**src/rtl/i2cx_pkg.sv**
```systemverilog
package i2cx_pkg;
  localparam int STRAP_W = 4;
  localparam int ADDR_W  = 7;
  localparam int DATA_W  = 8;
  localparam int CNT_W   = $clog2(DATA_W + 1);
  localparam logic [ADDR_W-STRAP_W-1:0] ADDR_TAIL = 3'b011;
  localparam logic [ADDR_W-1:0]         REG_IDX   = 7'b0000011;

  typedef enum logic [3:0] {
    S_IDLE, S_DEV, S_DEV_ACK, S_IDX, S_IDX_ACK, S_WDAT, S_WDAT_ACK, S_RDAT
  } st_t;

  // device address: inverted straps above the fixed tail
  function automatic logic [ADDR_W-1:0] dev_addr(input logic [STRAP_W-1:0] strap_n);
    return {~strap_n, ADDR_TAIL};
  endfunction

  // upper seven bits of a received byte against a wanted value
  function automatic logic byte_hits(input logic [DATA_W-1:0] b, input logic [ADDR_W-1:0] want);
    return b[DATA_W-1:1] == want;
  endfunction

  // readback value: register when armed, released bus otherwise
  function automatic logic [DATA_W-1:0] rd_byte(input logic armed, input logic [DATA_W-1:0] ctrl);
    return armed ? ctrl : {DATA_W{1'b1}};
  endfunction
endpackage

```
**src/rtl/i2cx_sync.sv**
```systemverilog
module i2cx_sync #(
  parameter int STAGES = 2
) (
  input  logic clk,
  input  logic rst_n,
  input  logic scl_i,
  input  logic sda_i,
  output logic sda_s,
  output logic scl_rise,
  output logic scl_fall,
  output logic start_ev,
  output logic stop_ev
);
  logic [STAGES-1:0] scl_sh, sda_sh;
  logic scl_p, sda_p, scl_s;

  always_ff @(posedge clk or negedge rst_n) begin
    if (!rst_n) begin
      scl_sh <= '1;
      sda_sh <= '1;
      scl_p  <= 1'b1;
      sda_p  <= 1'b1;
    end else begin
      scl_sh <= {scl_sh[STAGES-2:0], scl_i};
      sda_sh <= {sda_sh[STAGES-2:0], sda_i};
      scl_p  <= scl_sh[STAGES-1];
      sda_p  <= sda_sh[STAGES-1];
    end
  end

  assign scl_s    = scl_sh[STAGES-1];
  assign sda_s    = sda_sh[STAGES-1];
  assign scl_rise = scl_s & ~scl_p;
  assign scl_fall = ~scl_s & scl_p;
  assign start_ev = scl_s & scl_p & sda_p & ~sda_s;
  assign stop_ev  = scl_s & scl_p & ~sda_p & sda_s;
endmodule

```
**src/rtl/i2cx_ctrl_reg.sv**
```systemverilog
module i2cx_ctrl_reg
  import i2cx_pkg::*;
#(
  parameter logic [DATA_W-1:0] RESET_VAL = '0
) (
  input  logic              clk,
  input  logic              rst_n,
  input  logic              wr_stb,
  input  logic              arm,
  input  logic [DATA_W-1:0] wdata,
  output logic [DATA_W-1:0] ctrl_q,
  output logic              pend
);
  always_ff @(posedge clk or negedge rst_n) begin
    if (!rst_n) begin
      ctrl_q <= RESET_VAL;
      pend   <= 1'b0;
    end else if (wr_stb) begin
      ctrl_q <= wdata;
      pend   <= 1'b0;
    end else if (arm) begin
      pend   <= 1'b1;
    end
  end
endmodule

```
**src/rtl/i2cx_engine.sv**
```systemverilog
module i2cx_engine
  import i2cx_pkg::*;
(
  input  logic              clk,
  input  logic              rst_n,
  input  logic              sda_s,
  input  logic              scl_rise,
  input  logic              scl_fall,
  input  logic              start_ev,
  input  logic              stop_ev,
  input  logic [ADDR_W-1:0] my_addr,
  input  logic [DATA_W-1:0] ctrl_q,
  input  logic              pend,
  output logic              wr_stb,
  output logic              arm,
  output logic [DATA_W-1:0] wdata,
  output logic              sda_oe
);
  st_t              st;
  logic [CNT_W-1:0] cnt;
  logic [DATA_W-1:0] sh, tx;
  logic             rd_txn, idx_rw, ack_oe, byte_done, idx_ok;

  assign byte_done = scl_fall && (cnt == CNT_W'(DATA_W));
  assign idx_ok    = byte_hits(sh, REG_IDX);
  assign wr_stb    = byte_done && (st == S_WDAT);
  assign arm       = byte_done && (st == S_IDX) && idx_ok && !rd_txn && sh[0];
  assign wdata     = sh;
  assign sda_oe    = ack_oe | ((st == S_RDAT) & ~tx[DATA_W-1]);

  always_ff @(posedge clk or negedge rst_n) begin
    if (!rst_n) begin
      st     <= S_IDLE;
      cnt    <= '0;
      sh     <= '0;
      tx     <= '1;
      rd_txn <= 1'b0;
      idx_rw <= 1'b0;
      ack_oe <= 1'b0;
    end else if (start_ev) begin
      st     <= S_DEV;
      cnt    <= '0;
      ack_oe <= 1'b0;
    end else if (stop_ev) begin
      st     <= S_IDLE;
      cnt    <= '0;
      ack_oe <= 1'b0;
    end else begin
      if (scl_rise && (st == S_DEV || st == S_IDX || st == S_WDAT)) begin
        sh  <= {sh[DATA_W-2:0], sda_s};
        cnt <= cnt + CNT_W'(1);
      end
      if (scl_fall) begin
        unique case (st)
          S_DEV: if (byte_done) begin
            cnt <= '0;
            if (byte_hits(sh, my_addr)) begin
              ack_oe <= 1'b1;
              rd_txn <= sh[0];
              st     <= S_DEV_ACK;
            end else begin
              st <= S_IDLE;
            end
          end
          S_DEV_ACK: begin
            ack_oe <= 1'b0;
            st     <= S_IDX;
          end
          S_IDX: if (byte_done) begin
            cnt <= '0;
            if (idx_ok) begin
              ack_oe <= 1'b1;
              idx_rw <= sh[0];
              st     <= S_IDX_ACK;
            end else begin
              st <= S_IDLE;
            end
          end
          S_IDX_ACK: begin
            ack_oe <= 1'b0;
            if (rd_txn) begin
              tx <= rd_byte(pend, ctrl_q);
              st <= S_RDAT;
            end else begin
              st <= idx_rw ? S_IDLE : S_WDAT;
            end
          end
          S_WDAT: if (byte_done) begin
            cnt    <= '0;
            ack_oe <= 1'b1;
            st     <= S_WDAT_ACK;
          end
          S_WDAT_ACK: begin
            ack_oe <= 1'b0;
            st     <= S_IDLE;
          end
          S_RDAT: begin
            tx <= {tx[DATA_W-2:0], 1'b1};
            if (cnt == CNT_W'(DATA_W - 1)) begin
              cnt <= '0;
              st  <= S_IDLE;
            end else begin
              cnt <= cnt + CNT_W'(1);
            end
          end
          default: ;
        endcase
      end
    end
  end
endmodule

```
**src/rtl/i2c_idxreg_slave.sv**
```systemverilog
module i2c_idxreg_slave
  import i2cx_pkg::*;
#(
  parameter int                SYNC_STAGES = 2,
  parameter logic [DATA_W-1:0] RESET_VAL   = '0
) (
  input  logic               clk,
  input  logic               rst_n,
  input  logic               scl_i,
  input  logic               sda_i,
  input  logic [STRAP_W-1:0] strap_n,
  output logic               sda_oe,
  output logic [DATA_W-1:0]  ctrl_q
);
  logic sda_s, scl_rise_w, scl_fall_w, start_w, stop_w;
  logic wr_stb_w, arm_w, pend_w;
  logic [DATA_W-1:0] wdata_w;

  i2cx_sync #(.STAGES(SYNC_STAGES)) u_sync (
    .clk(clk), .rst_n(rst_n), .scl_i(scl_i), .sda_i(sda_i),
    .sda_s(sda_s), .scl_rise(scl_rise_w), .scl_fall(scl_fall_w),
    .start_ev(start_w), .stop_ev(stop_w)
  );

  i2cx_engine u_eng (
    .clk(clk), .rst_n(rst_n), .sda_s(sda_s),
    .scl_rise(scl_rise_w), .scl_fall(scl_fall_w),
    .start_ev(start_w), .stop_ev(stop_w),
    .my_addr(dev_addr(strap_n)), .ctrl_q(ctrl_q), .pend(pend_w),
    .wr_stb(wr_stb_w), .arm(arm_w), .wdata(wdata_w), .sda_oe(sda_oe)
  );

  i2cx_ctrl_reg #(.RESET_VAL(RESET_VAL)) u_reg (
    .clk(clk), .rst_n(rst_n), .wr_stb(wr_stb_w), .arm(arm_w),
    .wdata(wdata_w), .ctrl_q(ctrl_q), .pend(pend_w)
  );
endmodule

```
**config.mk**
```make
export PLATFORM = sky130hd
export DESIGN_NAME = i2c_idxreg_slave
export DESIGN_NICKNAME = d
export VERILOG_FILES = /design/src/rtl/i2cx_pkg.sv /design/src/rtl/i2cx_sync.sv /design/src/rtl/i2cx_ctrl_reg.sv /design/src/rtl/i2cx_engine.sv /design/src/rtl/i2c_idxreg_slave.sv
export SDC_FILE = /design/constraint.sdc
export NUM_CORES = 1
export LEC_CHECK = 0
export BUFFER_PORTS_ARGS = -buffer_cell sky130_fd_sc_hd__buf_4
export CORE_MARGIN = 1.5
export CORE_UTILIZATION = 53
export DETAILED_ROUTE_END_ITERATION = 6
export GPL_TIMING_DRIVEN = 0
export PLACE_DENSITY = 0.75
export SLEW_MARGIN = 40
export SYNTH_ARGS = -nofsm -noshare
export SYNTH_HDL_FRONTEND = slang
export SYNTH_SLANG_ARGS = --single-unit
```
**constraint.sdc**
```tcl
create_clock -name clk -period 2.32 [get_ports clk]
set_input_delay 0.232 -clock clk [delete_from_list [all_inputs] [get_ports clk]]
set_output_delay 0.232 -clock clk [all_outputs]
set_load 0.03 [all_outputs]
```
=== Word level (Yosys, flattened, before mapping) ===
Cells that the tools add are included.

* Add/sub/neg operators: 1
* Eq/ne operators: 18
* Mux-type cells: 33
* Bitwise logic cells: 17
* Reduce and logical (&&, ||, !) cells: 23

{| class="wikitable"
|+ Operators by type and width
! operator !! number
|-
| 2-to-1 mux 4 bit || 14
|-
| one-hot mux 4 bit (7 select lines) || 1
|-
| == test 4 x 3 -> 1 bit, second input constant || 5
|-
| AND reduction 6 bit || 3
|-
| 2-to-1 mux 8 bit || 2
|-
| inequality test 4 x 3 -> 1 bit, second input constant || 4
|-
| one-hot mux 8 bit (2 select lines) || 1
|-
| 2-to-1 mux 1 bit || 10
|-
| nonzero test 9 bit || 1
|-
| AND 1 bit || 8
|-
| == test 4 x 2 -> 1 bit, second input constant || 2
|-
| inequality test 4 bit, second input constant || 2
|-
| one-hot mux 4 bit (2 select lines) || 1
|-
| == test 7 x 2 -> 1 bit, second input constant || 1
|-
| == test 7 bit || 1
|-
| logical AND 1 bit || 7
|-
| inverter 1 bit || 7
|-
| AND reduction 7 bit || 1
|-
| 2-to-1 mux 3 bit || 2
|-
| nonzero test 6 bit || 1
|-
| OR reduction 3 bit || 2
|-
| AND reduction 5 bit || 1
|-
| adder 4 x 1 -> 4 bit, second input constant || 1
|-
| == test 4 x 1 -> 1 bit, second input constant || 1
|-
| 11 further kinds || 13
|}

* Bits in registers: 42
* Input port bits: 8
* Word-level logic and storage cells: 105

=== Depth between registers and ports, before layout ===
* Depth after elaboration: 10
* Mapped depth: 7
* Mapped depth without buffers: 7

=== Cells and area by module ===
A second synthesis with hierarchy kept.

* Cell total of the unflattened synthesis: 198
* Area, all modules: 2182.1 um^2

{| class="wikitable"
|+ Modules (own cells, without submodules)
! module !! times used !! cells each !! area each (um^2) !! seq. area each (um^2)
|-
| i2cx_engine || 1 || 163 || 1602.8 || 660.6
|-
| i2cx_ctrl_reg || 1 || 19 || 366.6 || 225.2
|-
| i2cx_sync || 1 || 10 || 190.2 || 157.7
|-
| i2c_idxreg_slave || 1 || 6 || 22.5 || 0.0
|}

=== Worst setup path before layout ===
OpenSTA, ideal clock, no wires.

* Path type: register to register
* From: register u_sync.scl_p
* To: register u_eng.ack_oe
* Arrival time: 2.063 ns
* Required time: 2.192 ns
* Path slack: 0.129 ns
* Cell stages (with the launch flop): 6
* Path buffers: 0
* Period minus slack after synthesis: 2.191 ns
* Path through: dfstp_2 > nand2b_4 > or3_4 > or4_4 > a211oi_2 > mux2_1

* Longest elaborated chain between the ends: 5

{| class="wikitable"
|+ Ends and longest elaborated chain
! element !! line !! source
|-
| start, declared || i2cx_sync.sv:15 || <nowiki>logic scl_p, sda_p, scl_s;</nowiki>
|-
| start signal, assigned || i2cx_sync.sv:26 || <nowiki>scl_p <= scl_sh[STAGES-1];</nowiki>
|-
| AND 1 bit || i2cx_sync.sv:35, i2cx_sync.sv:36 ||
|-
| AND 1 bit, on equally long branches (2 in series) || i2cx_sync.sv:35, i2cx_sync.sv:36 ||
|-
| inequality test 4 x 3 -> 1 bit (no source line) (tied with other cells) || n/a ||
|-
| AND reduction 7 bit (no source line) / 2-to-1 mux 1 bit (equally long branches) || n/a ||
|-
| end signal, assigned || i2cx_engine.sv:39 || <nowiki>ack_oe <= 1'b0;</nowiki>
|-
| end signal, assigned || i2cx_engine.sv:43 || <nowiki>ack_oe <= 1'b0;</nowiki>
|-
| end signal, assigned || i2cx_engine.sv:47 || <nowiki>ack_oe <= 1'b0;</nowiki>
|-
| end, declared || i2cx_engine.sv:22 || <nowiki>logic rd_txn, idx_rw, ack_oe, byte_done, idx_ok;</nowiki>
|}

Several ways; a longest one is shown, not always the timed one.
A chain may end at the register's enable or synchronous reset.

=== Final worst setup path ===
* From: register u_sync.scl_p
* To: register u_reg.ctrl_q[3]

* Longest elaborated chain between the ends: 3

{| class="wikitable"
|+ Ends and longest elaborated chain
! element !! line !! source
|-
| AND 1 bit || i2cx_sync.sv:34 || <nowiki>assign scl_fall = ~scl_s & scl_p;</nowiki>
|-
| logical AND 1 bit || i2cx_engine.sv:24 || <nowiki>assign byte_done = scl_fall && (cnt == CNT_W'(DATA_W));</nowiki>
|-
| logical AND 1 bit || i2cx_engine.sv:26 || <nowiki>assign wr_stb = byte_done && (st == S_WDAT);</nowiki>
|-
| end signal, assigned || i2cx_ctrl_reg.sv:19 || <nowiki>ctrl_q <= wdata;</nowiki>
|-
| end, declared || i2cx_ctrl_reg.sv:11 || <nowiki>output logic [DATA_W-1:0] ctrl_q,</nowiki>
|}

Every way passes these cells.

==> metrics <==
CTS Sinks 41; Antenna Cells 0; Setup Crit Path Kind reg2reg; CP endpoint kind register; Slowest cell on crit path dfstp_2; latest clock arrival within the worst-skew pair 0.30 ns; Die ar. 4280 um2; top-area cell type share of the netlist area 0.327; slowest stage delay, CP 0.60 ns; CP Depth 4; total gr overflow 0; Async SR Flop Fraction 1.00; status completed; most frequent cell after synthesis dfrtp_1; Post-DRT Antenna Nets 0; crit-path leading delay family simple AND/OR/NAND/NOR gates; residual DRC count 0; Synthesis Warnings 0; met3 Use GR 0.0565; CP startpoint kind register; Power per Cell Area 639 nW/um2; Pleak 0.00104 uW; Worst-path clk slew 0.07 ns; Synth cell types 40; FF+latch count, synth 41; Starting Density 0.556; Max FO, Critical Path 9; io pins 17; relative slew slack 0.560; post-synthesis sequential area ratio 0.505; initial antenna violation count 0; Fin Setup TNS 0 ns; cells after synthesis 200; Worst Slack Setup Final 0.146 ns; Worst Path Required 2.50 ns; Critical Path End u_reg.ctrl_q[3]; share of cells above drive strength 1 0.308; DRT Pass-1 Iters 4; worst min path class in2reg; Total Power 1540 uW; period utilization 0.937; GRT Total Usage 0.225; Fin. Hold Viols 0; critical path launch point u_sync.scl_p; Cell Chain, Critical Path nand2b_4 -> nor3_1 -> and3_1 -> mux2_2; Slew @ Worst Pin 0.661 ns; top cells by area, synth dfrtp_1 (33%), dfstp_2 (18%), mux2_2 (9.8%); number of global-route vias before repair 1,504; RSZ-0062 raised after global routing false; EDFF count, synth 0; PortBufs 16; routed len/inst 15.6 um; Layout Area Growth over Synthesis 16.6%; Max clock buf depth 2; Final Slew Violations 0; syn nets 210; net total in the final layout 236; CTS tree built; list of most frequent post-synthesis cells dfrtp_1 (27), nand2_1 (20), o21ai_0 (20), mux2_2 (18), nor2_1 (15); Core Area 3720 um2; FF-to-FF setup slack 0.15 ns; skew final 0.0100 ns; H-tree Lvls 2; Root Driver clkbuf_8; hold path start sda_i; first-pass GRT wire length 7.23 mm; total number of vias 1,578; Final GP Congestion 0.862; vias per inst 5.74; grt peak-use layer met2; Initial DRC Count 156; WP buf/inv 0; Final min period 2.17 ns; # rows 22; Synth area leader dfrtp_1; Main synth FF type dfrtp_1; setup violators final 0; Synth Cell Area 2070 um2; M1 GR Usage 0.293; RR Startpoint u_sync.scl_p; CP Data Arrival Time 2.35 ns; die height 65.5 um; drt total wl 4.29 mm; worst slack, placed 0.000754 ns; largest net degree at the start of global routing 42; met2 Use GR 0.366; Max Freq 460 MHz; Mapped Avg Cell Area 10.3 um2; worst vdd ir 0.434 mV; reg2reg end u_reg.ctrl_q[3]; DP HPWL 3.08 mm; CTS Buf Count 5; MaxCap Viol Count 0; reg2reg path depth 4; die width 65.5 um
registers in the layout, summed over array words and instances, names as in the netlist, 2 cells and up:
name	cells
u_reg.ctrl_q	8
u_eng.tx	8
u_eng.st	3
u_eng.cnt	4
u_sync.sda_sh	2
u_sync.scl_sh	2
u_eng.wdata	8
worst min-delay path by stage:
stage	cells past startpoint	end	slack [ns]
2_1_floorplan	0	u_eng.ack_oe	-0.06
3_3_place_gp	1	u_reg.ctrl_q[6]	0.22
3_5_place_dp	1	u_eng.ack_oe	0.24
4_1_cts	1	u_sync.scl_sh[0]	0.04
5_1_grt	1	u_sync.sda_sh[0]	0.03
6_report	1	u_sync.sda_sh[0]	0.04
metal layers:
metal / wire [um] / share of wire / vias to the layer above
met5: 0 / 0 / -
met2: 2080 / 0.49 / 31
met1: 1970 / 0.46 / 771
met4: 85 / 0.020 / 0
met3: 152 / 0.035 / 10
li1: - / - / 766
worst reg2reg max path, stage by stage, from the launching register on:
cell and delay [ns]:
dfstp_2 0.60, nand2b_4 0.09, nor3_1 0.44, and3_1 0.53, mux2_2 0.39
final cells by class:
cell class	count	area [um2]
plain buffers	7	35.0
clock buffers	7	86.3
clock inverters	1	30.0
fillers	314	1310
inverters	3	11.3
multi-input cells	147	985
flip-flops and latches	41	1040
well taps	48	60.1
repair buffers	21	160
report_power, final:
group / internal, uW / switching (uW) / total [uW]
combinational: 78.3 / 97.7 / 176
sequential: 747 / 25.9 / 773
clock: 351 / 240 / 591
timing repair:
item | in CTS | in global routing
gates resized for setup | 0 | 6
pin swaps | 0 | 3
hold endpoints to repair | 27 | 0
hold buffers | 1 | 0
setup buffers | 1 | 3
setup endpoints to repair | 1 | 19
per-stage QoR:
step                      hold slack, ns  cells   util  area [um2]
after global routing              0.0317    275  0.649        2410
after CTS                         0.0386    274  0.641        2380
after detailed placement           0.240    264  0.605        2250
final                             0.0449    275  0.649        2410
after global placement             0.224    264  0.605        2250
after floorplan                  -0.0636    200      -        2070
kinds of logic (layout without fill, tap and decap cells):
family                     count (synthesis)  in the layout  share of synthesized area
DFF                                       41             41                      0.505
muxes                                     19             19                      0.104
xor gates and xnor gates                   5              5                     0.0212
AOI/OAI and AO/OA                         49             49                      0.143
adders and majority gates                  2              2                     0.0121
and+or+nand+nor                           72             72                      0.190
buffers and inverters                     12             39                     0.0254
cells in the final DEF, fill, tap and decap left out, types with 5 or more instances in the layout:
cell type / instances
a21oi_1: 12
buf_4: 20
clkbuf_1: 5
clkbuf_8: 6
dfrtp_1: 27
dfstp_2: 14
mux2_2: 18
nand2_1: 19
nand3b_1: 8
nor2_1: 15
nor3_1: 6
o21ai_0: 20
xnor2_1: 5
Note: power is estimated with default switching activity, not from simulation.
